===== config.mk =====
export PLATFORM = sky130hd
export DESIGN_NAME = vaddr_seq
export DESIGN_NICKNAME = d
export VERILOG_FILES = /design/src/rtl/vaddr_pkg.sv /design/src/rtl/vaddr_size_dec.sv /design/src/rtl/vaddr_ctrl.sv /design/src/rtl/vaddr_gen.sv /design/src/rtl/vaddr_seq.sv
export SDC_FILE = /design/constraint.sdc
export NUM_CORES = 1
export LEC_CHECK = 0
export ABC_AREA = 0
export BUFFER_PORTS_ARGS = -buffer_cell sky130_fd_sc_hd__buf_2
export CORE_MARGIN = 2
export CORE_UTILIZATION = 25
export CTS_BUF_LIST = sky130_fd_sc_hd__clkbuf_16
export CTS_CLUSTER_DIAMETER = 80
export DETAILED_ROUTE_END_ITERATION = 8
export PLACE_DENSITY_LB_ADDON = 0.25
export SYNTH_ARGS = -nofsm -noshare
export SYNTH_HDL_FRONTEND = slang
export SYNTH_SLANG_ARGS = --single-unit

===== constraint.sdc =====
create_clock -name clk -period 17.5 [get_ports clk]
set_clock_uncertainty 0.05 [all_clocks]
set_input_delay 3.5 -clock clk [delete_from_list [all_inputs] [get_ports clk]]
set_output_delay 3.5 -clock clk [all_outputs]
set_load 0.01 [all_outputs]

===== src/rtl/vaddr_pkg.sv =====
// Package: shared types for the vector address sequencer.
// Assumes: mode codes are fixed by the instruction decoder upstream.
package vaddr_pkg;
    typedef enum logic [1:0] {
        AM_UNIT   = 2'd0,
        AM_STRIDE = 2'd1,
        AM_INDEX  = 2'd2
    } amode_e;
endpackage


===== src/rtl/vaddr_size_dec.sv =====
// Module: vaddr_size_dec
// Converts an element width code into a byte count.
// Assumes: code 0..3 means 8, 16, 32, 64-bit elements; purely combinational.
module vaddr_size_dec #(
    parameter int SZ_W = 4
) (
    input  logic [1:0]      sew_i,
    output logic [SZ_W-1:0] bytes_o
);
    // decode: one-hot byte count from the width code
    always_comb begin
        bytes_o = '0;
        bytes_o[sew_i] = 1'b1;
    end
endmodule


===== src/rtl/vaddr_ctrl.sv =====
// Module: vaddr_ctrl
// Element counter and sequence control: accepts a start when idle,
// walks the index from vstart to vl-1 on each handshake, pulses done.
// Assumes: fire_i is only high while busy_o is high.
module vaddr_ctrl #(
    parameter int VL_W = 8
) (
    input  logic            clk,
    input  logic            rst_n,
    input  logic            start_i,
    input  logic [VL_W-1:0] vl_i,
    input  logic [VL_W-1:0] vstart_i,
    input  logic            fire_i,
    output logic            load_o,
    output logic            busy_o,
    output logic [VL_W-1:0] idx_o,
    output logic            last_o,
    output logic            done_o
);
    logic [VL_W-1:0] vl_q;
    logic            accept;
    logic            empty;

    // start decode: accepted only when idle; an empty range skips straight to done
    always_comb begin
        accept = start_i && !busy_o;
        empty  = (vstart_i >= vl_i);
        load_o = accept && !empty;
        last_o = busy_o && (idx_o == vl_q - 1'b1);
    end

    // sequence state: busy flag, current index, captured length, done pulse
    always_ff @(posedge clk) begin
        if (!rst_n) begin
            busy_o <= 1'b0;
            idx_o  <= '0;
            vl_q   <= '0;
            done_o <= 1'b0;
        end else begin
            done_o <= 1'b0;
            if (accept) begin
                if (empty) begin
                    done_o <= 1'b1;
                end else begin
                    busy_o <= 1'b1;
                    idx_o  <= vstart_i;
                    vl_q   <= vl_i;
                end
            end else if (busy_o && fire_i) begin
                if (last_o) begin
                    busy_o <= 1'b0;
                    done_o <= 1'b1;
                end else begin
                    idx_o <= idx_o + 1'b1;
                end
            end
        end
    end
endmodule


===== src/rtl/vaddr_gen.sv =====
// Module: vaddr_gen
// Address datapath: keeps a running address for unit and strided modes,
// adds the streamed offset to the base for indexed mode.
// Assumes: ADDR_W > VL_W; load_i and fire_i are never high together.
module vaddr_gen
    import vaddr_pkg::*;
#(
    parameter int ADDR_W = 32,
    parameter int VL_W   = 8,
    parameter int SZ_W   = 4
) (
    input  logic              clk,
    input  logic              rst_n,
    input  logic              load_i,
    input  logic              fire_i,
    input  amode_e            mode_i,
    input  logic [ADDR_W-1:0] base_i,
    input  logic [ADDR_W-1:0] stride_i,
    input  logic [VL_W-1:0]   vstart_i,
    input  logic [SZ_W-1:0]   bytes_i,
    input  logic [ADDR_W-1:0] offs_i,
    output logic [ADDR_W-1:0] addr_o,
    output logic [SZ_W-1:0]   size_o,
    output logic              indexed_o
);
    localparam int PAD_VS = ADDR_W - VL_W;
    localparam int PAD_SZ = ADDR_W - SZ_W;

    amode_e            mode_q;
    logic [ADDR_W-1:0] base_q;
    logic [ADDR_W-1:0] step_q;
    logic [ADDR_W-1:0] run_q;
    logic [ADDR_W-1:0] step_d;
    logic [ADDR_W-1:0] first_d;

    // step select and first-element address (base + vstart * step)
    always_comb begin
        step_d  = (mode_i == AM_UNIT) ? {{PAD_SZ{1'b0}}, bytes_i} : stride_i;
        first_d = base_i + ({{PAD_VS{1'b0}}, vstart_i} * step_d);
    end

    // captured configuration and running address
    always_ff @(posedge clk) begin
        if (!rst_n) begin
            mode_q <= AM_UNIT;
            base_q <= '0;
            step_q <= '0;
            run_q  <= '0;
            size_o <= '0;
        end else if (load_i) begin
            mode_q <= mode_i;
            base_q <= base_i;
            step_q <= step_d;
            run_q  <= first_d;
            size_o <= bytes_i;
        end else if (fire_i) begin
            run_q  <= run_q + step_q;
        end
    end

    // output address: indexed uses the live offset, the others the running sum
    always_comb begin
        indexed_o = (mode_q == AM_INDEX);
        addr_o    = indexed_o ? (base_q + offs_i) : run_q;
    end
endmodule


===== src/rtl/vaddr_seq.sv =====
// Module: vaddr_seq (top)
// Vector memory address sequencer: one element address per handshake,
// unit-stride, strided or indexed, from element vstart to vl-1.
// Assumes: the offset source holds its word while offs_ready_o is low.
module vaddr_seq
    import vaddr_pkg::*;
#(
    parameter int ADDR_W = 32,
    parameter int VL_W   = 8
) (
    input  logic              clk,
    input  logic              rst_n,
    input  logic              start_i,
    input  logic [1:0]        mode_i,
    input  logic [1:0]        sew_i,
    input  logic [ADDR_W-1:0] base_i,
    input  logic [ADDR_W-1:0] stride_i,
    input  logic [VL_W-1:0]   vl_i,
    input  logic [VL_W-1:0]   vstart_i,
    input  logic [ADDR_W-1:0] offs_i,
    input  logic              offs_valid_i,
    output logic              offs_ready_o,
    output logic              req_valid_o,
    input  logic              req_ready_i,
    output logic [ADDR_W-1:0] req_addr_o,
    output logic [VL_W-1:0]   req_idx_o,
    output logic [3:0]        req_size_o,
    output logic              req_last_o,
    output logic              busy_o,
    output logic              done_o
);
    localparam int SZ_W = 4;

    logic [SZ_W-1:0] bytes;
    logic            load;
    logic            fire;
    logic            indexed;

    vaddr_size_dec #(.SZ_W(SZ_W)) size_i (
        .sew_i   (sew_i),
        .bytes_o (bytes)
    );

    vaddr_ctrl #(.VL_W(VL_W)) ctrl_i (
        .clk      (clk),
        .rst_n    (rst_n),
        .start_i  (start_i),
        .vl_i     (vl_i),
        .vstart_i (vstart_i),
        .fire_i   (fire),
        .load_o   (load),
        .busy_o   (busy_o),
        .idx_o    (req_idx_o),
        .last_o   (req_last_o),
        .done_o   (done_o)
    );

    vaddr_gen #(.ADDR_W(ADDR_W), .VL_W(VL_W), .SZ_W(SZ_W)) gen_i (
        .clk       (clk),
        .rst_n     (rst_n),
        .load_i    (load),
        .fire_i    (fire),
        .mode_i    (amode_e'(mode_i)),
        .base_i    (base_i),
        .stride_i  (stride_i),
        .vstart_i  (vstart_i),
        .bytes_i   (bytes),
        .offs_i    (offs_i),
        .addr_o    (req_addr_o),
        .size_o    (req_size_o),
        .indexed_o (indexed)
    );

    // handshake: indexed requests also wait for an offset word
    always_comb begin
        req_valid_o  = busy_o && (!indexed || offs_valid_i);
        fire         = req_valid_o && req_ready_i;
        offs_ready_o = busy_o && indexed && req_ready_i;
    end
endmodule


## After elaboration in Yosys (flattened, before gate mapping)

Index checks and enable logic that the tools add are counted.

| operators by class | value |
|---|---|
| $add $sub $neg | 5 |
| $mul | 1 |
| divide/modulo/power cells | 0 |
| $lt $le $gt $ge | 3 |
| equality and inequality tests | 4 |
| shift operators | 0 |
| muxes and demuxes | 18 |
| bitwise logic cells | 1 |
| reductions and logical operators | 20 |

Operators with widths:

| cell | count |
|---|---|
| 32-bit two-way mux | 4 |
| 32-bit adder | 3 |
| 8-bit by 32-bit multiplier with 32-bit output | 1 |
| 8-bit two-way mux | 4 |
| 1-bit logical AND | 9 |
| 1-bit two-way mux | 9 |
| 8-bit by 1-bit adder with 8-bit output (second input constant) | 1 |
| 8-bit equality test | 1 |
| 8-bit greater-or-equal comparator | 1 |
| 8-bit by 1-bit subtractor with 8-bit output (second input constant) | 1 |
| 3-bit AND reduction | 2 |
| 2-bit nonzero test | 3 |
| 1-bit logical NOT | 3 |
| 2-bit by 3-bit less-than comparator with 1-bit output (second input constant) | 1 |
| 1-bit demux with 2-bit select | 1 |
| 2-bit equality test (second input constant) | 1 |
| 2-bit by 1-bit greater-or-equal comparator with 1-bit output (second input constant) | 1 |
| 2-bit logical NOT | 1 |
| 2-bit by 1-bit inequality test with 1-bit output (second input constant) | 1 |
| 2-bit inequality test (second input constant) | 1 |
| 2-bit AND reduction | 1 |
| 1-bit logical OR | 1 |
| 1-bit NOT | 1 |

| storage, ports and cells | value |
|---|---|
| register bits after elaboration | 120 |
| bits in latches | 0 |
| bits in writable memories | 0 |
| memory bits (read-only) | 0 |
| input bits | 121 |
| logic and storage cells | 61 |
| memories | 0 |

## Longest topological paths before layout

| logic depth | value |
|---|---|
| depth in word-level cells | 8 |
| depth in mapped cells | 25 |
| depth with buffers taken out | 23 |

## Cells and area by module

A second synthesis with hierarchy kept.

| unflattened totals | value |
|---|---|
| cells, all modules | 1993 |
| area total of the unflattened synthesis | 16346.9 um^2 |

Modules (own cells, without submodules):

| module | times used | cells each | area an instance (um^2) | seq. area each (um^2) |
|---|---|---|---|---|
| vaddr_gen | 1 | 1821 | 14998.1 | 2042.0 |
| vaddr_ctrl | 1 | 163 | 1292.5 | 360.3 |
| vaddr_seq | 1 | 5 | 30.0 | 0.0 |
| vaddr_size_dec | 1 | 4 | 26.3 | 0.0 |

## Worst setup path after synthesis

OpenSTA, ideal clock, no wires.

| timing | value |
|---|---|
| kind | input port to flip-flop |
| start point | input mode_i[0] |
| end point | register gen_i.run_q[31] |
| library setup time | 0.116 ns |
| arrival time | 9.225 ns |
| required time | 17.334 ns |
| setup slack | 8.109 ns |
| stages on the path | 23 |
| buffers on the path | 4 |
| path through | or2_2 clkbuf_1 clkbuf_1 clkbuf_1 clkbuf_1 nand3_1 fa_1 inv_1 fa_1 fa_1 inv_1 fa_1 inv_1 ha_1 a21o_1 or3_1 o21ai_2 nand3_2 a31o_4 a211oi_4 nor2_2 or4_1 a31o_1 |

| between the ends | value |
|---|---|
| word-level cells in the longest chain between the ends | 5 |

Ends and longest elaborated chain:

| item | RTL line | text |
|---|---|---|
| start, declared | vaddr_seq.sv:14 | `input logic [1:0] mode_i,` |
| 2-bit logical NOT | vaddr_gen.sv:38 | `step_d = (mode_i == AM_UNIT) ? {{PAD_SZ{1'b0}}, bytes_i} : stride_i;` |
| 32-bit two-way mux | vaddr_gen.sv:38 |  |
| 8-bit by 32-bit multiplier with 32-bit output | vaddr_gen.sv:39 | `first_d = base_i + ({{PAD_VS{1'b0}}, vstart_i} * step_d);` |
| 32-bit adder | vaddr_gen.sv:39 |  |
| 32-bit two-way mux | vaddr_gen.sv:50 | `end else if (load_i) begin` |
| end signal, assigned | vaddr_gen.sv:54 | `run_q <= first_d;` |
| end signal, assigned | vaddr_gen.sv:57 | `run_q <= run_q + step_q;` |
| end, declared | vaddr_gen.sv:32 | `logic [ADDR_W-1:0] run_q;` |

Every way passes these cells.
A chain may end at the register's enable or synchronous reset.

## Worst setup path after layout

| timing | value |
|---|---|
| start point | input mode_i[1] |
| end point | register gen_i.run_q[30] |

Same word-level chain as after synthesis.

==> report_table.html <==
<table>
<tr><th>Metric</th><th>Value</th></tr>
<tr><th colspan="2">Synth</th></tr>
<tr><td>Post-Syn Instances</td><td>2075</td></tr>
<tr><td>Post-synth top area cell</td><td>fa_1</td></tr>
<tr><td>Biggest area contributors in the synthesized netlist</td><td>fa_1 23%, dfxtp_1 15%, ha_1 8.7%, inv_1 6.5%, nand2_1 5.5%</td></tr>
<tr><td>Ys Warns</td><td>0</td></tr>
<tr><td>Number of flops mapped to enable cells by yosys</td><td>0</td></tr>
<tr><td>Synth Cell Area</td><td>16200 um2</td></tr>
<tr><td>Distinct cells, synth</td><td>70</td></tr>
<tr><td>Async SR Flop Fraction</td><td>0%</td></tr>
<tr><td>Mean instance size in the synthesized netlist</td><td>7.82 um2</td></tr>
<tr><td>Post-Syn Nets</td><td>2497</td></tr>
<tr><td>Commonest register cell after synthesis</td><td>dfxtp_1</td></tr>
<tr><td>Proportion of synthesized chip area in sequential cells</td><td>14.8%</td></tr>
<tr><td>Synthesis-stage register bit count</td><td>120</td></tr>
<tr><td>Top cell type's share of synthesized area</td><td>23.2%</td></tr>
<tr><th colspan="2">STA</th></tr>
<tr><td>Final Max Tran Viols</td><td>0</td></tr>
<tr><td>RSZ-0062 raised after global routing</td><td>no</td></tr>
<tr><td>Final sum of negative setup slack</td><td>0 ns</td></tr>
<tr><td>Setup-failing EPs final</td><td>0</td></tr>
<tr><td>Actual transition at the worst max-transition pin</td><td>1.10 ns</td></tr>
<tr><td>Slew HR</td><td>26.7%</td></tr>
<tr><td>Share of the clock period used by the worst path after layout</td><td>58.6%</td></tr>
<tr><td>Final worst path period need</td><td>10.25 ns</td></tr>
<tr><td>FMAX</td><td>97.6 MHz</td></tr>
<tr><td>Hold Fails Final Rpt</td><td>0</td></tr>
<tr><td>PnR worst setup slack</td><td>7.25 ns</td></tr>
<tr><th colspan="2">Route</th></tr>
<tr><td>Mean routed wirelength per cell</td><td>17.9 um</td></tr>
<tr><td>Residual antenna-violating net count after detailed routing</td><td>0</td></tr>
<tr><td>First DRT Iteration DRCs</td><td>925</td></tr>
<tr><td>Drc violations</td><td>0</td></tr>
<tr><td>Vias after detailed routing</td><td>14800</td></tr>
<tr><td>Routed vias/inst</td><td>4.87</td></tr>
<tr><td>Pre-antenna DRT Iters</td><td>8</td></tr>
<tr><td>WL final</td><td>54200 um</td></tr>
<tr><th colspan="2">Clock network</th></tr>
<tr><td>Number of H-tree branching levels</td><td>4</td></tr>
<tr><td>Clock-pin slew on the worst setup and hold paths</td><td>0.06 ns</td></tr>
<tr><td>Worst skew pair latency</td><td>0.45 ns</td></tr>
<tr><td># resized after CTS</td><td>0</td></tr>
<tr><td>Number of sinks handled by clock tree synthesis</td><td>120</td></tr>
<tr><td>Post-CTS repair timing setup buffer count</td><td>0</td></tr>
<tr><td>CTS Buf Count</td><td>17</td></tr>
<tr><td>Buffer levels on the longest clock path</td><td>2</td></tr>
<tr><td>Library cell used as clock root buffer</td><td>clkbuf_16</td></tr>
<tr><td>Total of hold buffers inserted after clock tree synthesis</td><td>0</td></tr>
<tr><td>TritonCTS clock tree</td><td>yes</td></tr>
<tr><th colspan="2">Setup path</th></tr>
<tr><td>Crit path max fanout</td><td>139</td></tr>
<tr><td>Required time reported for the critical path endpoint</td><td>17.77 ns</td></tr>
<tr><td>Element type at the critical path end</td><td>flip-flop</td></tr>
<tr><td>Source of the worst register-to-register timing path</td><td>gen_i.run_q[0]</td></tr>
<tr><td>Crit path largest cell delay</td><td>0.91 ns</td></tr>
<tr><td>Worst reg2reg setup slack</td><td>13.92 ns</td></tr>
<tr><td>Sequence of cells on the critical path</td><td>buf_2, or2_4, buf_4, buf_4, nand3_1, fa_1, inv_1, fa_1, fa_1, inv_1, fa_1, inv_1, ha_1, nand3_1, or4_1, a21oi_1, a21oi_1, o21a_1, o21ai_1, mux2i_1, a31oi_1, a2111oi_0</td></tr>
<tr><td>Depth of the worst register-to-register path</td><td>12</td></tr>
<tr><td>Crit path launch type</td><td>input pin</td></tr>
<tr><td>Category of the most critical setup path</td><td>input pin to flip-flop</td></tr>
<tr><td>WP data arrival</td><td>10.52 ns</td></tr>
<tr><td>Capture point of the worst reg-to-reg path</td><td>gen_i.run_q[30]</td></tr>
<tr><td>Critical path's slowest cell</td><td>buf_4</td></tr>
<tr><td>Cell mode on critical path</td><td>fa_1</td></tr>
<tr><th colspan="2">Global route</th></tr>
<tr><td>Number of global-route vias before repair</td><td>15000</td></tr>
<tr><td>Global-route usage over all layers</td><td>16.3%</td></tr>
<tr><td>Largest net degree at the start of global routing</td><td>140</td></tr>
<tr><td>Antenna violations before repair</td><td>8</td></tr>
<tr><td>First-pass GRT wire length</td><td>85800 um</td></tr>
<tr><td>Grt total ovfl</td><td>0</td></tr>
<tr><th colspan="2">Min path</th></tr>
<tr><td>Sink of the worst hold path</td><td>gen_i.base_q[30]</td></tr>
<tr><td>WHS Path Cells</td><td>2</td></tr>
<tr><td>Worst hold path startpoint</td><td>gen_i.base_q[30]</td></tr>
<tr><td>Worst min path class</td><td>flip-flop to flip-flop</td></tr>
<tr><th colspan="2">Die</th></tr>
<tr><td>Number of core rows</td><td>93</td></tr>
<tr><td>Effective utilization at floorplan</td><td>25.2%</td></tr>
<tr><td>Top-Level Pins</td><td>170</td></tr>
<tr><td>Chip Height</td><td>259 um</td></tr>
<tr><td>Total die area</td><td>66900 um2</td></tr>
<tr><td>Core outline area</td><td>64300 um2</td></tr>
<tr><td>Horiz. Die Dim</td><td>259 um</td></tr>
<tr><th colspan="2">Placement</th></tr>
<tr><td>DPL Wire Length</td><td>42300 um</td></tr>
<tr><td>Count of input and output buffers</td><td>169</td></tr>
<tr><td>Setup Slack @ Placement</td><td>6.79 ns</td></tr>
<tr><td>GP Congestion</td><td>0.848</td></tr>
<tr><th colspan="2">Power</th></tr>
<tr><td>Maximum ir drop on the vdd rail</td><td>59.9 uV</td></tr>
<tr><td>Total power consumption of the routed design</td><td>2.29 mW</td></tr>
<tr><td>PwrDens</td><td>124 nW/um2</td></tr>
<tr><td>Total leakage power</td><td>8.81 nW</td></tr>
<tr><th colspan="2">Finish</th></tr>
<tr><td>Total area of multi-input combinational cells</td><td>12400 um2</td></tr>
<tr><td>Final core area utilization</td><td>28.6%</td></tr>
<tr><td>Fraction of layout cells with a size suffix above 1</td><td>10.7%</td></tr>
<tr><td>Commonest non-fill, non-tap cell in the layout</td><td>inv_1</td></tr>
<tr><td>Number of antenna diodes</td><td>0</td></tr>
<tr><td>Commonest cells after routing, fill and taps aside</td><td>282 x inv_1, 236 x nand2_1, 188 x fa_1</td></tr>
<tr><td>Area delta synth-&gt;final</td><td>13.7%</td></tr>
<tr><td>Area occupied by registers</td><td>2400 um2</td></tr>
<tr><td>Final-layout fill cell count</td><td>6978</td></tr>
<tr><td>Nets</td><td>2589</td></tr>
<tr><th colspan="2">Run status</th></tr>
<tr><td>Status</td><td>completed</td></tr>
<tr><th colspan="2">Job</th></tr>
<tr><td>Number of max-capacitance violations reported</td><td>0</td></tr>
</table>
[layout make-up]
class	instances	share of cell area, %
flip-flops and latches	120	13.0
multi-input cells	1564	67.0
inverters	283	5.77
clock inverters	15	0.971
well taps	855	5.80
clock buffers	17	2.31
repair buffers	181	5.08
[metrics by stage]
stage | area, um2 | hold slack (ns) | cells
floorplan | 16200 | 0.390 | 2075
global placement | 17800 | 0.400 | 3003
detailed placement | 17800 | 0.402 | 3003
CTS | 18400 | 0.410 | 3035
global route | 18400 | 0.430 | 3035
finish | 18400 | 0.407 | 3035
[where the power goes]
| group | switching [mW] | internal (mW) |
|---|---|---|
| clock | 0.141 | 0.223 |
| sequential | 0.0451 | 0.315 |
| combinational | 0.920 | 0.644 |
[critical path: cells and delay by family]
kind	cells	cell delay (ns)
AOI/OAI and AO/OA	6	1.43
adders and majority gates	5	2.39
buffers and inverters	6	1.74
muxes	1	0.21
and+or+nand+nor	4	1.15
[worst max-delay path by stage]
stage / depth (start not counted) / endpoint / slack, ns / start
final: 22 / gen_i.run_q[30] / 7.25 / mode_i[1]
after global routing: 22 / gen_i.run_q[30] / 6.71 / mode_i[1]
after CTS: 22 / gen_i.run_q[30] / 7.27 / mode_i[1]
after detailed placement: 22 / gen_i.run_q[30] / 6.79 / mode_i[1]
after global placement: 22 / gen_i.run_q[30] / 6.97 / mode_i[0]
after floorplan: 23 / gen_i.run_q[31] / 8.11 / mode_i[0]
[sequential cells by signal (all words and copies together), names as in the netlist]
signal and count:
gen_i.step_q 32, ctrl_i.vl_q 8, ctrl_i.done_o 1, ctrl_i.idx_o 8, gen_i.base_q 32, gen_i.size_o 4, ctrl_i.busy_o 1, gen_i.run_q 32
gen_i.mode_q 2
[cell usage after synthesis, drive strengths merged (35+ instances only)]
cell / n
inv: 283
ha: 113
nand2: 237
xnor2: 62
a21oi: 176
fa: 188
xor2: 35
clkbuf: 95
and3: 135
nor2: 102
nand3: 109
dfxtp: 120
a21o: 36
o21ai: 92
[logic make-up (layout without fill, tap and decap cells)]
logic type                 after synthesis  count (layout)  synth area share [%]
DFF                                    120             120                  14.8
muxes                                    3               3                 0.185
xor gates and xnor gates                97              97                  5.24
AOI/OAI and AO/OA                      455             455                  17.5
buffers and inverters                  391             496                  9.10
adders and majority gates              301             301                  31.9
and+or+nand+nor                        708             708                  21.2
[routing by layer]
metal  vias up  part of all wire (%)  global-route usage [%]  routed length, um
li1       7163                     -                       -                  -
met1      7194                    50                    23.8              27100
met2       359                    43                    25.0              23200
met3        58                   5.3                    2.64               2850
met4        16                   1.7                    4.05                914
met5         -                  0.17                       0                 93
Power figures use the tool's default switching activity.
